**src/rtl/lstmr_pkg.sv**
```systemverilog
`timescale 1ns/1ps
// Shared constants for the low-speed compare timer.
// Assumes a byte-wide register port with four registers.
package lstmr_pkg;
    localparam int ADDR_W   = 2;
    localparam logic [ADDR_W-1:0] ADR_CTRL  = 2'd0;
    localparam logic [ADDR_W-1:0] ADR_MLO   = 2'd1;
    localparam logic [ADDR_W-1:0] ADR_MHI   = 2'd2;
    localparam logic [ADDR_W-1:0] ADR_PRIO  = 2'd3;
    localparam int BIT_TEN  = 0;
    localparam int BIT_CEN  = 1;
    localparam int BIT_WEN  = 2;
    localparam int BIT_IEN  = 3;
    localparam int BIT_FLAG = 4;
endpackage

```
**src/rtl/lstmr_regs.sv**
```systemverilog
`timescale 1ns/1ps
// Register file: control enables, match bytes and priority bit.
// Assumes a single write strobe; reads are combinational from addr.
module lstmr_regs
    import lstmr_pkg::*;
#(
    parameter int DATA_W   = 8,
    parameter int PRIO_BIT = 2,
    localparam int CNT_W   = 2 * DATA_W
) (
    input  logic              clk,
    input  logic              rst_n,
    input  logic              wr_en,
    input  logic [ADDR_W-1:0] addr,
    input  logic [DATA_W-1:0] wdata,
    input  logic              flag,
    output logic              tmr_en,
    output logic              cnt_en,
    output logic              wake_en,
    output logic              irq_en,
    output logic [CNT_W-1:0]  match,
    output logic              prio_hi,
    output logic              flag_clr,
    output logic [DATA_W-1:0] rdata
);
    logic [DATA_W-1:0] mlo, mhi;

    // Store software writes; reserved bits are never stored.
    always_ff @(posedge clk) begin
        if (!rst_n) begin
            tmr_en  <= 1'b0;
            cnt_en  <= 1'b0;
            wake_en <= 1'b0;
            irq_en  <= 1'b0;
            mlo     <= '0;
            mhi     <= '0;
            prio_hi <= 1'b0;
        end else if (wr_en) begin
            case (addr)
                ADR_CTRL: begin
                    tmr_en  <= wdata[BIT_TEN];
                    cnt_en  <= wdata[BIT_CEN];
                    wake_en <= wdata[BIT_WEN];
                    irq_en  <= wdata[BIT_IEN];
                end
                ADR_MLO:  mlo     <= wdata;
                ADR_MHI:  mhi     <= wdata;
                default:  prio_hi <= wdata[PRIO_BIT];
            endcase
        end
    end

    assign match    = {mhi, mlo};
    assign flag_clr = wr_en && (addr == ADR_CTRL) && !wdata[BIT_FLAG];

    // Read multiplexer with zero fill for unused bits.
    always_comb begin
        rdata = '0;
        case (addr)
            ADR_CTRL: begin
                rdata[BIT_TEN]  = tmr_en;
                rdata[BIT_CEN]  = cnt_en;
                rdata[BIT_WEN]  = wake_en;
                rdata[BIT_IEN]  = irq_en;
                rdata[BIT_FLAG] = flag;
            end
            ADR_MLO:  rdata = mlo;
            ADR_MHI:  rdata = mhi;
            default:  rdata[PRIO_BIT] = prio_hi;
        endcase
    end
endmodule

```
**src/rtl/lstmr_cnt.sv**
```systemverilog
`timescale 1ns/1ps
// Up-counter with compare; wraps to zero on a match tick.
// Assumes tick is a single-cycle enable pulse in the clk domain.
module lstmr_cnt #(
    parameter int CNT_W = 16
) (
    input  logic             clk,
    input  logic             rst_n,
    input  logic             tick,
    input  logic             tmr_en,
    input  logic             cnt_en,
    input  logic [CNT_W-1:0] match,
    output logic [CNT_W-1:0] count,
    output logic             hit
);
    logic running;

    assign running = tmr_en && cnt_en && tick;
    assign hit     = running && (count == match);

    // Advance, hold, wrap on match, or clear when the timer is off.
    always_ff @(posedge clk) begin
        if (!rst_n || !tmr_en) begin
            count <= '0;
        end else if (hit) begin
            count <= '0;
        end else if (running) begin
            count <= count + 1'b1;
        end
    end
endmodule

```
**src/rtl/lstmr_flag.sv**
```systemverilog
`timescale 1ns/1ps
// Sticky match flag and the gated interrupt and wake requests.
// Assumes a match outranks a software clear in the same cycle.
module lstmr_flag (
    input  logic clk,
    input  logic rst_n,
    input  logic hit,
    input  logic flag_clr,
    input  logic gie,
    input  logic irq_en,
    input  logic tmr_en,
    input  logic cnt_en,
    input  logic wake_en,
    output logic flag,
    output logic irq,
    output logic wake
);
    // Set on a match, clear on software request, otherwise hold.
    always_ff @(posedge clk) begin
        if (!rst_n) begin
            flag <= 1'b0;
        end else if (hit) begin
            flag <= 1'b1;
        end else if (flag_clr) begin
            flag <= 1'b0;
        end
    end

    assign irq  = flag && gie && irq_en;
    assign wake = flag && tmr_en && cnt_en && wake_en;
endmodule

```
**src/rtl/lstmr_top.sv**
```systemverilog
`timescale 1ns/1ps
// Low-speed compare timer: registers, counter and flag/request logic.
// Assumes clk keeps running in sleep; lsi_tick paces the count.
module lstmr_top
    import lstmr_pkg::*;
#(
    parameter int DATA_W   = 8,
    parameter int PRIO_BIT = 2
) (
    input  logic              clk,
    input  logic              rst_n,
    input  logic              lsi_tick,
    input  logic              gie_i,
    input  logic              wr_en,
    input  logic [ADDR_W-1:0] addr,
    input  logic [DATA_W-1:0] wdata,
    output logic [DATA_W-1:0] rdata,
    output logic              irq_o,
    output logic              wake_o,
    output logic              prio_o
);
    localparam int CNT_W = 2 * DATA_W;

    logic             tmr_en, cnt_en, wake_en, irq_en;
    logic             flag, flag_clr, hit;
    logic [CNT_W-1:0] match, count;

    lstmr_regs #(.DATA_W(DATA_W), .PRIO_BIT(PRIO_BIT)) u_regs (
        .clk(clk), .rst_n(rst_n), .wr_en(wr_en), .addr(addr), .wdata(wdata),
        .flag(flag), .tmr_en(tmr_en), .cnt_en(cnt_en), .wake_en(wake_en),
        .irq_en(irq_en), .match(match), .prio_hi(prio_o),
        .flag_clr(flag_clr), .rdata(rdata)
    );

    lstmr_cnt #(.CNT_W(CNT_W)) u_cnt (
        .clk(clk), .rst_n(rst_n), .tick(lsi_tick), .tmr_en(tmr_en),
        .cnt_en(cnt_en), .match(match), .count(count), .hit(hit)
    );

    lstmr_flag u_flag (
        .clk(clk), .rst_n(rst_n), .hit(hit), .flag_clr(flag_clr),
        .gie(gie_i), .irq_en(irq_en), .tmr_en(tmr_en), .cnt_en(cnt_en),
        .wake_en(wake_en), .flag(flag), .irq(irq_o), .wake(wake_o)
    );
endmodule

```
**config.mk**
```make
export PLATFORM = sky130hd
export DESIGN_NAME = lstmr_top
export DESIGN_NICKNAME = d
export VERILOG_FILES = /design/src/rtl/lstmr_pkg.sv /design/src/rtl/lstmr_regs.sv /design/src/rtl/lstmr_cnt.sv /design/src/rtl/lstmr_flag.sv /design/src/rtl/lstmr_top.sv
export SDC_FILE = /design/constraint.sdc
export NUM_CORES = 1
export LEC_CHECK = 0
export BUFFER_PORTS_ARGS = -buffer_cell sky130_fd_sc_hd__buf_2
export CORE_MARGIN = 10
export CORE_UTILIZATION = 57
export CTS_CLUSTER_SIZE = 40
export DETAILED_ROUTE_END_ITERATION = 16
export PLACE_DENSITY = 0.76
export RECOVER_POWER = 100
export REMOVE_ABC_BUFFERS = 1
export SLEW_MARGIN = 20
export SYNTH_ARGS = -nofsm -noshare
export SYNTH_HDL_FRONTEND = slang
export SYNTH_SLANG_ARGS = --single-unit
```
**constraint.sdc**
```tcl
create_clock -name clk -period 2.05 [get_ports clk]
set_input_delay 0 -clock clk [delete_from_list [all_inputs] [get_ports clk]]
set_output_delay 0 -clock clk [all_outputs]
set_load 0.03 [all_outputs]
```
==> results of run 1 <==
==> metrics by stage <==
step                area, µm²  power [mW]
CTS                      2330        1.58
global route             2310        1.62
global placement         2100       0.904
floorplan                1900       0.852
detailed placement       2100       0.905
finish                   2310        1.58
==> layout make-up <==
class | instances | area [µm²]
multi-input combinational | 174 | 1110
fill | 292 | 1030
sequential | 38 | 761
timing repair buffer | 40 | 249
clock inverter | 2 | 60.1
tap | 46 | 57.6
clock buffer | 6 | 51.3
inverter | 5 | 18.8
==> cells in the final DEF (no fill, tap or decap), types with 2 or more instances in the layout <==
cell / n
nor4_1: 3
nand3_1: 26
buf_2: 13
nor2_1: 7
dfxtp_1: 38
buf_4: 2
clkbuf_4: 5
a22oi_1: 3
nor3_1: 17
mux2i_1: 3
a21oi_1: 21
bufinv_16: 2
ha_1: 5
nand4_1: 4
inv_1: 5
dlygate4sd3_1: 12
and3_1: 4
nor2b_1: 3
clkbuf_1: 13
xnor2_1: 9
nand2_1: 32
a222oi_1: 5
xor2_1: 21
==> sequential cells by signal (all words and copies together) (netlist names) <==
signal          flops
u_regs.cnt_en       1
u_regs.tmr_en       1
u_regs.irq_en       1
u_regs.wake_en      1
u_regs.mlo          8
u_cnt.count        16
u_regs.prio_hi      1
u_regs.mhi          8
u_flag.flag         1
==> per-layer routing <==
layer	routed length (µm)	vias to the layer above	global-route usage, %	share of wire [%]
li1	-	875	-	-
met1	2210	824	19.3	46
met2	2160	59	24.2	45
met3	333	7	5.18	7.0
met4	68	0	6.45	1.4
met5	0	-	0	0
==> cell families after synthesis <==
logic type / synth area share, %
fa+ha+maj: 3.16
buf+inv: 5.06
compound gates: 9.73
flops: 38.4
mux: 1.52
xor+xnor: 13.3
simple gates: 28.8
==> how the worst max path moves through the flow <==
stage                               startpoint                           end  slack [ps]  cells after the start
floorplan           u_regs.tmr_en$_SDFFE_PN0N_  u_cnt.count[15]$_SDFFE_PP0P_         510                      5
global placement    u_regs.tmr_en$_SDFFE_PN0N_  u_cnt.count[15]$_SDFFE_PP0P_         380                      5
detailed placement  u_regs.tmr_en$_SDFFE_PN0N_  u_cnt.count[15]$_SDFFE_PP0P_         360                      5
CTS                 u_regs.tmr_en$_SDFFE_PN0N_   u_cnt.count[4]$_SDFFE_PP0P_         330                      5
global route        u_regs.tmr_en$_SDFFE_PN0N_   u_cnt.count[3]$_SDFFE_PP0P_         150                      5
finish              u_regs.tmr_en$_SDFFE_PN0N_   u_cnt.count[4]$_SDFFE_PP0P_         290                      5
==> power groups by stage <==
stage | clock [mW] | sequential, mW | combinational, mW
floorplan | 0 | 0.779 | 0.0727
global placement | 0 | 0.782 | 0.122
detailed placement | 0 | 0.782 | 0.123
CTS | 0.675 | 0.765 | 0.140
global route | 0.703 | 0.767 | 0.153
finish | 0.674 | 0.766 | 0.139
==> synth_stat cells (5+ instances only) <==
master,count
dfxtp_1,38
nand2_1,32
nand3_1,26
a21oi_1,21
xor2_1,21
nor3_1,17
clkbuf_1,12
xnor2_1,9
nor2_1,7
a222oi_1,5
ha_1,5
inv_1,5
==> critical path, delay by kind of cell, from the launching register on <==
family           cells  cell delay [ps]
DFF                  1              390
and+or+nand+nor      5             1220
==> results.toml, run 1 <==
[layout]
nets = 284
num_antenna_cells = 0
stdcell_count = 311
fin_util_pct = 69.3
drive_gt1_share_pct = 11.3
syn_to_final_growth_pct = 16.8

[cts]
clkLatencyLatePin_ps = 360
cts_tree = "built"
htreeDepth = 2
cts_resized = 0
post_cts_buffers = 0
cts_made_buffers = 5
cts_sinks = 38
root_buffer = "clkbuf_4"
postCtsHoldBufs = 12
cts_buffer_depth = 2
path_clk_slew_ps = 120

[timing]
fin_tns_setup_ps = 0
finalWorstSetupSlack_ps = 288
period_minus_slack_ps = 1760
tightest_slew_ps = 707
rsz0062_at_grt = "no"
whs_ps = 251
fin_skew_ps = 26.2
fin_crit_sh_pct = 85.9
max-slew-margin-rel_pct = 52.8
slew_violations = 0
hold_viol_final = 0
fmax_mhz = 568
finalSetupViolCount = 0

[routing]
firstDrtPassIters = 4
drtIter0Drc = 121
routedWlPerCell_um = 15.3
drc = 0
vias_per_cell = 5.68
antenna_left = 0
wl_mm = 4.77
route.vias.total = 1765

[setup_path]
path_max_fanout = 16
slowest_delay_ps = 420
worst-setup-path-type = "reg -> reg"
setup.worst_path.end_class = "register"
worstRegToRegCells = 5
worst_setup_path_start_kind = "register"
r2r-start = "u_regs.tmr_en$_SDFFE_PN0N_"
cp.arrival_ps = 1970
r2r_slack_ps = 290
crit_slowest_cell = "or3_1"
crit_required_ps = 2260
rr_endpoint = "u_cnt.count[4]$_SDFFE_PP0P_"
worstPathCellList = "and3_1, nand4_1, or3_1, nor2_8, nor3_1"

[grt]
grt_max_degree = 23
grt_overflow = 0
grt_pass1_vias = 1671
grt_pass1_wl_mm = 7.94
antenna_found_initial = 0
grtUsageTotal_pct = 15.6

[placement]
gp_congestion = 0.820
place_ws_ps = 358
dp_hpwl_mm = 3.38
io_buffers = 25
dp.cells = 291

[pwr]
intPower_mw = 1.22
clkPwrFrac_pct = 42.7
p_sw_uw = 358
power_frac_comb_pct = 8.8
power.density_nw_per_um2 = 683
seqPwrFrac_pct = 48.5
peakVddDrop_mv = 0.373
switching_share_pct = 22.7
p_leak_nw = 0.904

[logic_synthesis]
syn_inst = 233
syn_area_um2 = 1980
synth_edf_count = 0
async_reset_ff_share_pct = 0
synth-seq-cells = 38
yosysSeqAreaShare_pct = 38.4
synth_top_area_share_pct = 38.4
synth_top_cell_by_area = "dfxtp_1"
synth_area_per_cell_um2 = 8.50
synth_area_leaders = "dfxtp_1 38%, xor2_1 9.3%, nand3_1 6.6%"
ys.flop_type = "dfxtp_1"
ys_types = 33
yosysWarningCount = 0

[hold_path]
holdPathEnd = "u_regs.prio_hi$_SDFFE_PN0P_"
hold_depth = 4
worstHoldStart = "addr[1]"
hold_class = "in -> reg"

[floorplan]
fp.dieArea_um2 = 6230
die_h_um = 78.9
ios = 26
rows = 21
core_um2 = 3340
die_w_um = 78.9
start_util_pct = 59.3

[status]
outcome = "completed"

[flow_run]
max_cap_violations = 0
(Power assumes the default switching activity.)
==> inputs of run 2 (changes only) <==
CORE_UTILIZATION = 44   (was 57)
CTS_BUF_LIST = sky130_fd_sc_hd__clkbuf_4   (was unset)
PLACE_DENSITY = 0.6   (was 0.76)
SYNTH_HIERARCHICAL = 1   (was unset)
==> results.toml, run 2 <==
[pwr]
switching_share_pct = 27.2
peakVddDrop_mv = 0.291
p_leak_nw = 0.887
seqPwrFrac_pct = 57.9
power_frac_comb_pct = 11.8
intPower_uw = 961
p_sw_uw = 359
clkPwrFrac_pct = 30.2
power.density_nw_per_um2 = 565
p_total_mw = 1.32

[floorplan]
rows = 24
die_w_um = 88.8
ios = 26
start_util_pct = 46.5
die_h_um = 88.8
fp.dieArea_um2 = 7880
core_um2 = 4470

[layout]
drive_gt1_share_pct = 19.2
num_antenna_cells = 0
stdcell_count = 317
nets = 285
largest_reg_flops = 16
layout_commonest_cell = "dfxtp_1"
register_area_um2 = 761
fillCellCount = 459
multiInputGateArea_um2 = 1200
top_regs = "u_cnt/count (16), u_regs/mhi (8), u_regs/mlo (8)"
mostFrequentLayoutCells = "38 x dfxtp_1, 27 x nand3_1, 26 x nor2_1, 20 x a21oi_1, 19 x a21bo_2"
regMostFlops = "u_cnt/count"
syn_to_final_growth_pct = 12.2

[cts]
cts_sinks = 38
root_buffer = "clkbuf_4"
path_clk_slew_ps = 120
cts_buffer_depth = 2
cts_tree = "built"
clkLatencyLatePin_ps = 360
cts_made_buffers = 5
htreeDepth = 2

[timing]
fmax_mhz = 561
period_minus_slack_ps = 1780
hold_viol_final = 0
fin_skew_ps = 12.0
finalSetupViolCount = 0
max-slew-margin-rel_pct = 52.8
rsz0062_at_grt = "no"
slew_violations = 0
tightest_slew_ps = 707
fin_crit_sh_pct = 86.9
fin_tns_setup_ps = 0

[placement]
dp_hpwl_mm = 3.43
gp_congestion = 0.780
io_buffers = 25
dp.cells = 300

[logic_synthesis]
ys_types = 31
syn_inst = 232
synth_top_family_by_area = "compound AO/OA/AOI/OAI gates"
synth-adder-area-share_pct = 3.61
yosysMostFrequentCell = "dfxtp_1"
yosys.area_share.simple_pct = 20.0
synth_top_area_share_pct = 36.6
muxShareOfSynthArea_pct = 0.962
synth_top_cell_by_area = "dfxtp_1"
synth-seq-cells = 38
synth_edf_count = 0
synth_common_cells = "38 x dfxtp_1, 27 x nand3_1, 26 x nor2_1"
ys.flop_type = "dfxtp_1"
yosysWarningCount = 6
syn_area_um2 = 2080
synth_area_per_cell_um2 = 8.97
synth_compound_area_share_pct = 20.2
synth_xor_area_share_pct = 13.0
async_reset_ff_share_pct = 0
yosysSeqAreaShare_pct = 36.6
synth_area_leaders = "dfxtp_1 37%, a21bo_2 9.1%, xor2_1 7.6%"

[routing]
wl_met1_mm = 2.31
routedWlPerCell_um = 14.9
firstDrtPassIters = 4
top_layer = "met4"
route.vias.total = 1705
drtIter0Drc = 105
antenna_left = 0
wl_mm = 4.73
route.met3.wl_um = 166
vias_per_cell = 5.38
met2_length_mm = 2.18
drc = 0

[hold_path]
hold_class = "in -> reg"
worstHoldStart = "lsi_tick"

[setup_path]
slowest_delay_ps = 430
cp.arrival_ps = 2020
cp_top_family = "simple AND/OR/NAND/NOR gates"
setup.worst_path.end_class = "register"
crit_slowest_cell = "dfxtp_1"
r2r-start = "u_regs/tmr_en$_SDFFE_PN0P_"
crit_path_start = "u_regs/tmr_en$_SDFFE_PN0P_"
path_max_fanout = 16
worst_setup_path_start_kind = "register"
worst-path-buf-inv = 1
crit_required_ps = 2290
worst-setup-path-type = "reg -> reg"
worstPathCellList = "nand3_1, nand2b_1, or2_0, o31ai_4, clkbuf_2, nor2_1"

[grt]
grt_pass1_vias = 1686
antenna_found_initial = 0
grt_overflow = 0
grt_pass1_wl_mm = 7.95
grt_max_degree = 22
grtUsageTotal_pct = 13.0

[status]
outcome = "completed"

[flow_run]
max_cap_violations = 0
## run 2: cell families (layout without fill, tap and decap cells)
| logic type | Yosys count | count (layout) |
|---|---|---|
| fa+ha+maj | 6 | 6 |
| mux | 2 | 2 |
| flops | 38 | 38 |
| xor+xnor | 31 | 31 |
| buf+inv | 19 | 52 |
| compound gates | 52 | 52 |
| simple gates | 84 | 84 |
## run 2: worst paths after layout
path	to	slack, ps	cells past startpoint
max	u_cnt/count[3]$_SDFFE_PP0P_	270	6
max reg2reg	u_cnt/count[3]$_SDFFE_PP0P_	270	6
min	u_cnt/count[2]$_SDFFE_PP0P_	20	4
min reg2reg	u_cnt/count[15]$_SDFFE_PP0P_	560	2
## run 2: cell type report
cell class / count / area share (%)
multi-input cells: 175 / 51.5
flip-flops and latches: 38 / 32.6
repair buffers: 39 / 10.0
well taps: 52 / 2.79
clock buffers: 6 / 1.93
inverters: 5 / 0.804
clock inverters: 2 / 0.375
## run 2: worst reg2reg max path, stage by stage, from the launching register on
cell and delay, ps:
dfxtp_1 430, nand3_1 170, nand2b_1 220, or2_0 250, o31ai_4 170, clkbuf_2 340
nor2_1 100
## run 2: layer usage
layer | track usage [%] | up-vias
li1 | - | 873
met1 | 16.2 | 800
met3 | 4.23 | 7
met4 | 5.29 | 0
met2 | 20.1 | 25
met5 | 0 | -
## run 2: power by group through the flow
stage | clock network (mW) | logic [mW] | registers (mW)
finish | 0.399 | 0.156 | 0.765
global route | 0.446 | 0.172 | 0.767
CTS | 0.410 | 0.158 | 0.765
detailed placement | 0 | 0.144 | 0.782
global placement | 0 | 0.144 | 0.782
floorplan | 0 | 0.0841 | 0.778
## run 2: repair_timing
| item | CTS | global route |
|---|---|---|
| setup buffers | 0 | 0 |
| setup endpoints to repair | 0 | 0 |
| hold buffers | 9 | 0 |
| hold endpoints to repair | 22 | 0 |
| gates resized for setup | 0 | 0 |
## run 2: metrics by stage
step           hold WS (ps)  util [%]  area [µm²]  worst slack [ps]
2_1_floorplan           118         -        1980               466
3_3_place_gp            256      49.4        2210               430
3_5_place_dp            255      49.4        2210               414
4_1_cts                13.4      52.6        2350               394
5_1_grt                34.1      52.2        2330               140
6_report               19.6      52.2        2330               269
